**config.mk**
```make
export PLATFORM = sky130hd
export DESIGN_NAME = ddr_cmd_seq
export DESIGN_NICKNAME = d
export VERILOG_FILES = /design/src/rtl/ddr_seq_pkg.sv /design/src/rtl/seq_rst_sync.sv /design/src/rtl/seq_cmd_decode.sv /design/src/rtl/seq_mode_snoop.sv /design/src/rtl/seq_wait_timer.sv /design/src/rtl/ddr_cmd_seq.sv
export SDC_FILE = /design/constraint.sdc
export NUM_CORES = 1
export LEC_CHECK = 0
export BUFFER_PORTS_ARGS = -buffer_cell sky130_fd_sc_hd__buf_2
export CAP_MARGIN = 20
export CORE_UTILIZATION = 49
export DETAILED_ROUTE_END_ITERATION = 12
export GPL_TIMING_DRIVEN = 1
export PLACE_DENSITY = 0.81
export SLEW_MARGIN = 20
export SYNTH_ARGS = -nofsm -noshare
export SYNTH_HDL_FRONTEND = slang
export SYNTH_SLANG_ARGS = --single-unit
export TNS_END_PERCENT = 50
```
**constraint.sdc**
```tcl
create_clock -name clk -period 1.39 [get_ports clk]
set_input_delay 0 -clock clk [delete_from_list [all_inputs] [get_ports clk]]
set_output_delay 0 -clock clk [all_outputs]
set_load 0.01 [all_outputs]
```
**src/rtl/ddr_seq_pkg.sv**
```systemverilog
package ddr_seq_pkg;

  typedef enum logic [3:0] {
    ST_IDLE, ST_REF, ST_PRE, ST_LMR, ST_ACT, ST_ACT_WAIT,
    ST_RD, ST_WR, ST_RD_WAIT, ST_RD_DATA, ST_WR_DATA
  } seq_state_t;

  typedef enum logic [2:0] {
    OP_NONE, OP_LMR, OP_RD, OP_WR, OP_PRE, OP_REF, OP_STOP
  } host_op_t;

  // {ras_n, cas_n, we_n}
  localparam logic [2:0] DC_LMR = 3'b000;
  localparam logic [2:0] DC_REF = 3'b001;
  localparam logic [2:0] DC_PRE = 3'b010;
  localparam logic [2:0] DC_ACT = 3'b011;
  localparam logic [2:0] DC_WRA = 3'b100;
  localparam logic [2:0] DC_RDA = 3'b101;
  localparam logic [2:0] DC_BST = 3'b110;
  localparam logic [2:0] DC_NOP = 3'b111;

endpackage

```
**src/rtl/seq_rst_sync.sv**
```systemverilog
module seq_rst_sync (
  input  logic clk,
  input  logic rst_n,
  output logic rst_s_n
);
  logic [1:0] sync_q;

  always_ff @(posedge clk or negedge rst_n) begin
    if (!rst_n) sync_q <= 2'b00;
    else        sync_q <= {sync_q[0], 1'b1};
  end

  assign rst_s_n = sync_q[1];
endmodule

```
**src/rtl/seq_cmd_decode.sv**
```systemverilog
module seq_cmd_decode
  import ddr_seq_pkg::*;
(
  input  logic [7:1] host_cmd,
  output host_op_t   op
);
  always_comb begin
    op = OP_NONE;
    if ($onehot(host_cmd)) begin
      if      (host_cmd[2]) op = OP_LMR;
      else if (host_cmd[3]) op = OP_RD;
      else if (host_cmd[4]) op = OP_WR;
      else if (host_cmd[5]) op = OP_PRE;
      else if (host_cmd[6]) op = OP_REF;
      else if (host_cmd[7]) op = OP_STOP;
    end
  end
endmodule

```
**src/rtl/seq_mode_snoop.sv**
```systemverilog
module seq_mode_snoop #(
  parameter int CNT_W = 4
) (
  input  logic             clk,
  input  logic             rst_n,
  input  logic             capture,
  input  logic [2:0]       bl_code,
  input  logic [2:0]       cl_code,
  output logic [CNT_W-1:0] bl_cyc,
  output logic [CNT_W-1:0] cl_cyc
);
  logic [2:0] bl_q, cl_q;

  always_ff @(posedge clk or negedge rst_n) begin
    if (!rst_n) begin
      bl_q <= 3'b001;
      cl_q <= 3'b010;
    end else if (capture) begin
      bl_q <= bl_code;
      cl_q <= cl_code;
    end
  end

  always_comb begin
    case (bl_q)
      3'b010:  bl_cyc = CNT_W'(4);
      3'b011:  bl_cyc = CNT_W'(8);
      default: bl_cyc = CNT_W'(2);
    endcase
    // half-cycle latency is rounded up to whole cycles
    if (cl_q == 3'b010) cl_cyc = CNT_W'(2);
    else                cl_cyc = CNT_W'(3);
  end
endmodule

```
**src/rtl/seq_wait_timer.sv**
```systemverilog
module seq_wait_timer #(
  parameter int CNT_W = 4
) (
  input  logic             clk,
  input  logic             rst_n,
  input  logic             load,
  input  logic [CNT_W-1:0] load_val,
  output logic             zero
);
  logic [CNT_W-1:0] cnt_q;

  always_ff @(posedge clk or negedge rst_n) begin
    if (!rst_n)              cnt_q <= '0;
    else if (load)           cnt_q <= load_val;
    else if (cnt_q != '0)    cnt_q <= cnt_q - CNT_W'(1);
  end

  assign zero = (cnt_q == '0);
endmodule

```
**src/rtl/ddr_cmd_seq.sv**
```systemverilog
module ddr_cmd_seq
  import ddr_seq_pkg::*;
#(
  parameter int BANK_W  = 2,
  parameter int ROW_W   = 12,
  parameter int COL_W   = 8,
  parameter int DA_W    = 12,
  parameter int ADDR_W  = BANK_W + ROW_W + COL_W,
  parameter int TRCD    = 2,
  parameter int CNT_W   = 4,
  parameter int AP_BIT  = 10,
  parameter int EXT_BIT = 20
) (
  input  logic              clk,
  input  logic              rst_n,
  input  logic [7:1]        host_cmd,
  input  logic [ADDR_W-1:0] host_addr,
  output logic              ddr_cs_n,
  output logic              ddr_ras_n,
  output logic              ddr_cas_n,
  output logic              ddr_we_n,
  output logic [BANK_W-1:0] ddr_ba,
  output logic [DA_W-1:0]   ddr_addr,
  output logic              ref_ack,
  output logic              rd_valid,
  output logic              wr_beat
);
  localparam int ROW_LSB  = COL_W;
  localparam int BANK_LSB = COL_W + ROW_W;

  logic             rst_s_n;
  host_op_t         op;
  seq_state_t       st_q, st_d;
  logic             bst_q, bst_d;
  logic             wr_q;
  logic             cs_n_q;
  logic [ADDR_W-1:0] addr_q;
  logic             take;
  logic             snoop;
  logic             tmr_ld, tmr_zero;
  logic [CNT_W-1:0] tmr_val;
  logic [CNT_W-1:0] bl_cyc, cl_cyc;
  logic [2:0]       cmd_w;

  seq_rst_sync i_rst (.clk(clk), .rst_n(rst_n), .rst_s_n(rst_s_n));

  seq_cmd_decode i_dec (.host_cmd(host_cmd), .op(op));

  seq_mode_snoop #(.CNT_W(CNT_W)) i_mode (
    .clk(clk), .rst_n(rst_s_n), .capture(snoop),
    .bl_code(host_addr[2:0]), .cl_code(host_addr[6:4]),
    .bl_cyc(bl_cyc), .cl_cyc(cl_cyc)
  );

  seq_wait_timer #(.CNT_W(CNT_W)) i_tmr (
    .clk(clk), .rst_n(rst_s_n), .load(tmr_ld), .load_val(tmr_val), .zero(tmr_zero)
  );

  // next-state logic
  always_comb begin
    st_d    = st_q;
    bst_d   = 1'b0;
    tmr_ld  = 1'b0;
    tmr_val = '0;
    take    = 1'b0;
    snoop   = 1'b0;
    case (st_q)
      ST_IDLE: begin
        take = (op != OP_NONE) && (op != OP_STOP);
        case (op)
          OP_LMR: begin st_d = ST_LMR; snoop = !host_addr[EXT_BIT]; end
          OP_REF: st_d = ST_REF;
          OP_PRE: st_d = ST_PRE;
          OP_RD, OP_WR: st_d = ST_ACT;
          default: st_d = ST_IDLE;
        endcase
      end
      ST_ACT: begin
        st_d    = ST_ACT_WAIT;
        tmr_ld  = 1'b1;
        tmr_val = CNT_W'(TRCD - 2);
      end
      ST_ACT_WAIT: if (tmr_zero) st_d = wr_q ? ST_WR : ST_RD;
      ST_RD: begin
        st_d    = ST_RD_WAIT;
        tmr_ld  = 1'b1;
        tmr_val = cl_cyc - CNT_W'(2);
      end
      ST_RD_WAIT: if (tmr_zero) begin
        st_d    = ST_RD_DATA;
        tmr_ld  = 1'b1;
        tmr_val = bl_cyc - CNT_W'(1);
      end
      ST_WR: begin
        st_d    = ST_WR_DATA;
        tmr_ld  = 1'b1;
        tmr_val = bl_cyc - CNT_W'(1);
      end
      ST_RD_DATA, ST_WR_DATA: begin
        if (op == OP_STOP) begin
          st_d  = ST_IDLE;
          bst_d = 1'b1;
        end else if (tmr_zero) begin
          st_d  = ST_IDLE;
        end
      end
      default: st_d = ST_IDLE;
    endcase
  end

  // state and capture registers
  always_ff @(posedge clk or negedge rst_s_n) begin
    if (!rst_s_n) begin
      st_q   <= ST_IDLE;
      bst_q  <= 1'b0;
      cs_n_q <= 1'b1;
    end else begin
      st_q   <= st_d;
      bst_q  <= bst_d;
      cs_n_q <= 1'b0;
    end
  end

  always_ff @(posedge clk or negedge rst_s_n) begin
    if (!rst_s_n) begin
      addr_q <= '0;
      wr_q   <= 1'b0;
    end else if (take) begin
      addr_q <= host_addr;
      wr_q   <= (op == OP_WR);
    end
  end

  // output decode
  always_comb begin
    cmd_w    = DC_NOP;
    ddr_ba   = '0;
    ddr_addr = '0;
    ref_ack  = 1'b0;
    rd_valid = 1'b0;
    wr_beat  = 1'b0;
    case (st_q)
      ST_IDLE: if (bst_q) cmd_w = DC_BST;
      ST_REF: begin cmd_w = DC_REF; ref_ack = 1'b1; end
      ST_PRE: begin cmd_w = DC_PRE; ddr_addr[AP_BIT] = 1'b1; end
      ST_LMR: begin
        cmd_w    = DC_LMR;
        ddr_ba   = addr_q[EXT_BIT] ? BANK_W'(1) : '0;
        ddr_addr = addr_q[DA_W-1:0];
      end
      ST_ACT: begin
        cmd_w    = DC_ACT;
        ddr_ba   = addr_q[BANK_LSB +: BANK_W];
        ddr_addr = addr_q[ROW_LSB +: ROW_W];
      end
      ST_RD, ST_WR: begin
        cmd_w                = (st_q == ST_WR) ? DC_WRA : DC_RDA;
        ddr_ba               = addr_q[BANK_LSB +: BANK_W];
        ddr_addr[COL_W-1:0]  = addr_q[COL_W-1:0];
        ddr_addr[AP_BIT]     = 1'b1;
      end
      ST_RD_DATA: rd_valid = 1'b1;
      ST_WR_DATA: wr_beat  = 1'b1;
      default: cmd_w = DC_NOP;
    endcase
  end

  assign ddr_cs_n  = cs_n_q;
  assign ddr_ras_n = cmd_w[2];
  assign ddr_cas_n = cmd_w[1];
  assign ddr_we_n  = cmd_w[0];

  // checks next to the logic they guard
  p_refack_single_r3: assert property (@(posedge clk) disable iff (!rst_s_n)
    ref_ack |=> !ref_ack);
  p_pre_all_r4: assert property (@(posedge clk) disable iff (!rst_s_n)
    (cmd_w == DC_PRE) |-> ddr_addr[AP_BIT]);
  p_act_gap_r7: assert property (@(posedge clk) disable iff (!rst_s_n)
    (cmd_w == DC_ACT) |=> (cmd_w == DC_NOP));
  p_col_ap_r7: assert property (@(posedge clk) disable iff (!rst_s_n)
    (cmd_w == DC_RDA || cmd_w == DC_WRA) |-> ddr_addr[AP_BIT] && ($past(cmd_w) == DC_NOP));
  p_rd_lat_r8: assert property (@(posedge clk) disable iff (!rst_s_n)
    $rose(rd_valid) |-> ($past(cmd_w) == DC_NOP));
  p_excl_win_r8: assert property (@(posedge clk) disable iff (!rst_s_n)
    !(rd_valid && wr_beat));
  p_wr_start_r9: assert property (@(posedge clk) disable iff (!rst_s_n)
    $rose(wr_beat) |-> ($past(cmd_w) == DC_WRA));
  p_bst_src_r10: assert property (@(posedge clk) disable iff (!rst_s_n)
    (cmd_w == DC_BST) |-> $past(rd_valid || wr_beat));
endmodule

```
==> metrics.md <==
| Metric | Value |
|---|---|
| Status | `complete, but fails checks` |
| Failing checks | `negative setup slack` |
| Die X | `72.4 um` |
| Tcrit/Tclk final | `174%` |
| CP Class | `primary input to flip-flop` |
| PwrDens | `1460 nW/um^2` |
| #FFs+latches synth | `41` |
| Synthesis-to-finish area growth | `53.4%` |
| Setup TNS | `-38.84 ns` |
| Nets@finish | `388` |
| Max Slew Vio Count | `0` |
| Routed Antenna Nets | `0` |
| Final worst setup slack | `-1.03 ns` |
| Total track usage | `27.8%` |
| Crit. End Element | `flip-flop` |
| Final Cell Area | `3730 sq um` |
| Core area | `4750 sq um` |
| Fin cells | `416` |
| Die height | `72.4 um` |
| Worst R2R Setup Slack | `-0.35 ns` |
| Most frequent cells in the layout | `buf_2, buf_4, dfrtp_1` |
| Post-route minimum period | `2.42 ns` |
| Global-route wire length before repair | `11.0 mm` |
| Routed WL | `7.03 mm` |
| Synth unique cells | `53` |
| Hold Path Sink | `st_q[2]$_DFFE_PN0P_` |
| Via density | `5.46` |
| Rows | `25` |
| Fin. Hold Viols | `0` |
| Syn Area/Cell | `10.8 sq um` |
| DRC | `0` |
| Synth Warn # | `0` |
| Placed Area | `3140 sq um` |
| Layout cell share with drive strength beyond 1 | `51.3%` |
| Sequential area share after synthesis | `42.4%` |
| Area share of the largest cell type after synthesis | `39.1%` |
| Num CTS Buffers | `5` |
| Hold WS | `0.0506 ns` |
| Worst setup SP type | `primary input` |
| Largest net degree at the start of global routing | `31` |
| Reg2Reg Launch Point | `i_tmr.cnt_q[1]$_DFFE_PN0P_` |
| Clock skew | `0.0107 ns` |
| Initial Util | `51.1%` |
| CTS max path bufs | `2` |
| Critical Path RT | `1.58 ns` |
| Main area contributors after synthesis | `dfrtp_1, mux2_4, mux2_2` |
| VDD IR max | `1.09 mV` |
| EDFF count, synth | `0` |
| Via count | `2271` |
| Global route total overflow | `0` |
| R2R cell count | `6` |
| Synth Cell Area | `2430 sq um` |
| Leak | `1.79 nW` |
| Final Wtd Congestion | `0.838` |
| Unrepaired setup endpoints after global routing | `yes` |
| # port buffers | `51` |
| Reg clk slew, reported paths | `0.08 ns` |
| Fillers | `302` |
| CTS sink cnt | `41` |
| Io pins | `52` |
| Hold crit path type | `primary input to flip-flop` |
| Critical path peak fanout | `15` |
| Final count of negative-setup-slack endpoints | `57` |
| First DRT Iteration DRCs | `149` |
| Syn Nets | `265` |
| DP HPWL | `4.49 mm` |
| Drt wl/cell | `16.9 um` |
| Most common cell after layout, fill and taps aside | `buf_2` |
| Htree depth | `2` |
| CTS root buffer | `clkbuf_8` |
| Ys async rst share | `100%` |
| CP arrival | `2.62 ns` |
| Cell taking the most area after synthesis | `dfrtp_1` |
| Antenna diodes | `0` |
| CTS tree | `yes` |
| Max cap viols | `0` |
| Dpl cells | `382` |
| Hold depth | `3` |
| Worst skew pair latency | `0.31 ns` |
| 1st-pass router iterations | `4` |
| Worst Hold Launch | `host_cmd[2]` |
| Post-synth top flop | `dfrtp_1` |
| Pwr Total | `0.00543 W` |
| Initial antenna violation count | `0` |
| Syn Inst Count | `225` |
| Vias in the first global route | `2376` |
| DIE AREA | `5240 sq um` |
| Reg-to-reg endpoint | `i_tmr.cnt_q[2]$_DFFE_PN0P_` |
| Achievable Freq | `413 MHz` |
-- flip-flops by register name (all words and copies together) (netlist names) --
register,cells
i_mode.cl_q,3
i_rst.sync_q,2
wr_q,1
addr_q,22
i_tmr.cnt_q,4
st_q,4
i_mode.bl_q,3
ddr_cs_n,1
bst_q,1
-- synthesized netlist by cell type (all sizes together) (5+ instances only) --
| cell type | number |
|---|---|
| clkbuf | 8 |
| nand2 | 5 |
| mux2 | 28 |
| a21oi | 5 |
| inv | 15 |
| nor3 | 7 |
| buf | 5 |
| ha | 6 |
| dfrtp | 38 |
| a22oi | 12 |
| nor2 | 24 |
-- how the worst max path moves through the flow --
| stage | startpoint | to | slack, ns | cells past startpoint |
|---|---|---|---|---|
| finish | host_cmd[1] | addr_q[4]$_DFFE_PN0P_ | -1.03 | 12 |
| global route | host_cmd[2] | i_mode.cl_q[0]$_DFFE_PN0P_ | -1.10 | 13 |
| CTS | host_cmd[2] | i_mode.bl_q[1]$_DFFE_PN0P_ | -1.05 | 13 |
| detailed placement | host_cmd[4] | i_mode.bl_q[1]$_DFFE_PN0P_ | -1.44 | 13 |
| global placement | host_cmd[4] | i_mode.cl_q[0]$_DFFE_PN0P_ | -1.37 | 13 |
| floorplan | host_cmd[4] | addr_q[0]$_DFFE_PN0P_ | -1.28 | 12 |
-- timing repair --
item | 4_1_cts | 5_1_grt
buffers inserted | 1 | 1
resized for setup | 26 | 30
endpoints found under the hold margin | 30 | 0
pin swaps | 9 | 7
setup endpoints to repair | 56 | 58
hold buffers | 24 | 0
-- stage by stage --
stage,util [%],worst slack [ns]
2_1_floorplan,-,-1.28
3_3_place_gp,66.1,-1.37
4_1_cts,75.8,-1.05
6_report,78.4,-1.03
3_5_place_dp,66.1,-1.44
5_1_grt,78.4,-1.10
-- metal layers --
layer  global-route usage (%)  up-vias  routed length, um
met4                     9.15        0                177
met2                     49.7       87               3690
met3                     4.86       16                330
li1                         -     1041                  -
met1                     33.8     1127               2830
met5                        0        -                  0
-- worst max-delay path, cell delays in order --
cell and delay (ns):
buf_6 0.10, ha_4 0.25, inv_2 0.03, fa_1 0.50, inv_1 0.05, ha_2 0.17, fa_2 0.44, nor2b_4 0.17
nand4_4 0.13, or2_4 0.31, buf_12 0.17, mux2_4 0.30
-- cell type report --
type	instances	area [sq um]	share of cell area [%]
clock buffers	6	82.6	2.22
repair buffers	129	997	26.8
flip-flops and latches	41	1030	27.7
inverters	15	63.8	1.71
multi-input cells	156	1430	38.4
clock inverters	2	37.5	1.01
well taps	67	83.8	2.25
-- power breakdown --
| group | internal, W | switching, W |
|---|---|---|
| Combinational | 0.00139 | 0.000964 |
| Sequential | 0.00171 | 0.000334 |
| Clock | 0.000584 | 0.000451 |
| Total | 0.00368 | 0.00175 |
-- cells by family (layout without fill, tap and decap cells) --
group,count (synthesis),after routing,share of synthesized area [%]
AND/OR/NAND/NOR,64,64,14.3
AO/OA/AOI/OAI,48,48,14.4
flip-flops,41,41,42.4
multiplexers,29,29,16.3
buffers and inverters,28,152,5.36
adder cells (fa/ha/maj),9,9,5.56
XOR/XNOR,4,4,1.44
other,2,2,0.309
No activity file was read; power rests on OpenSTA's default activity.
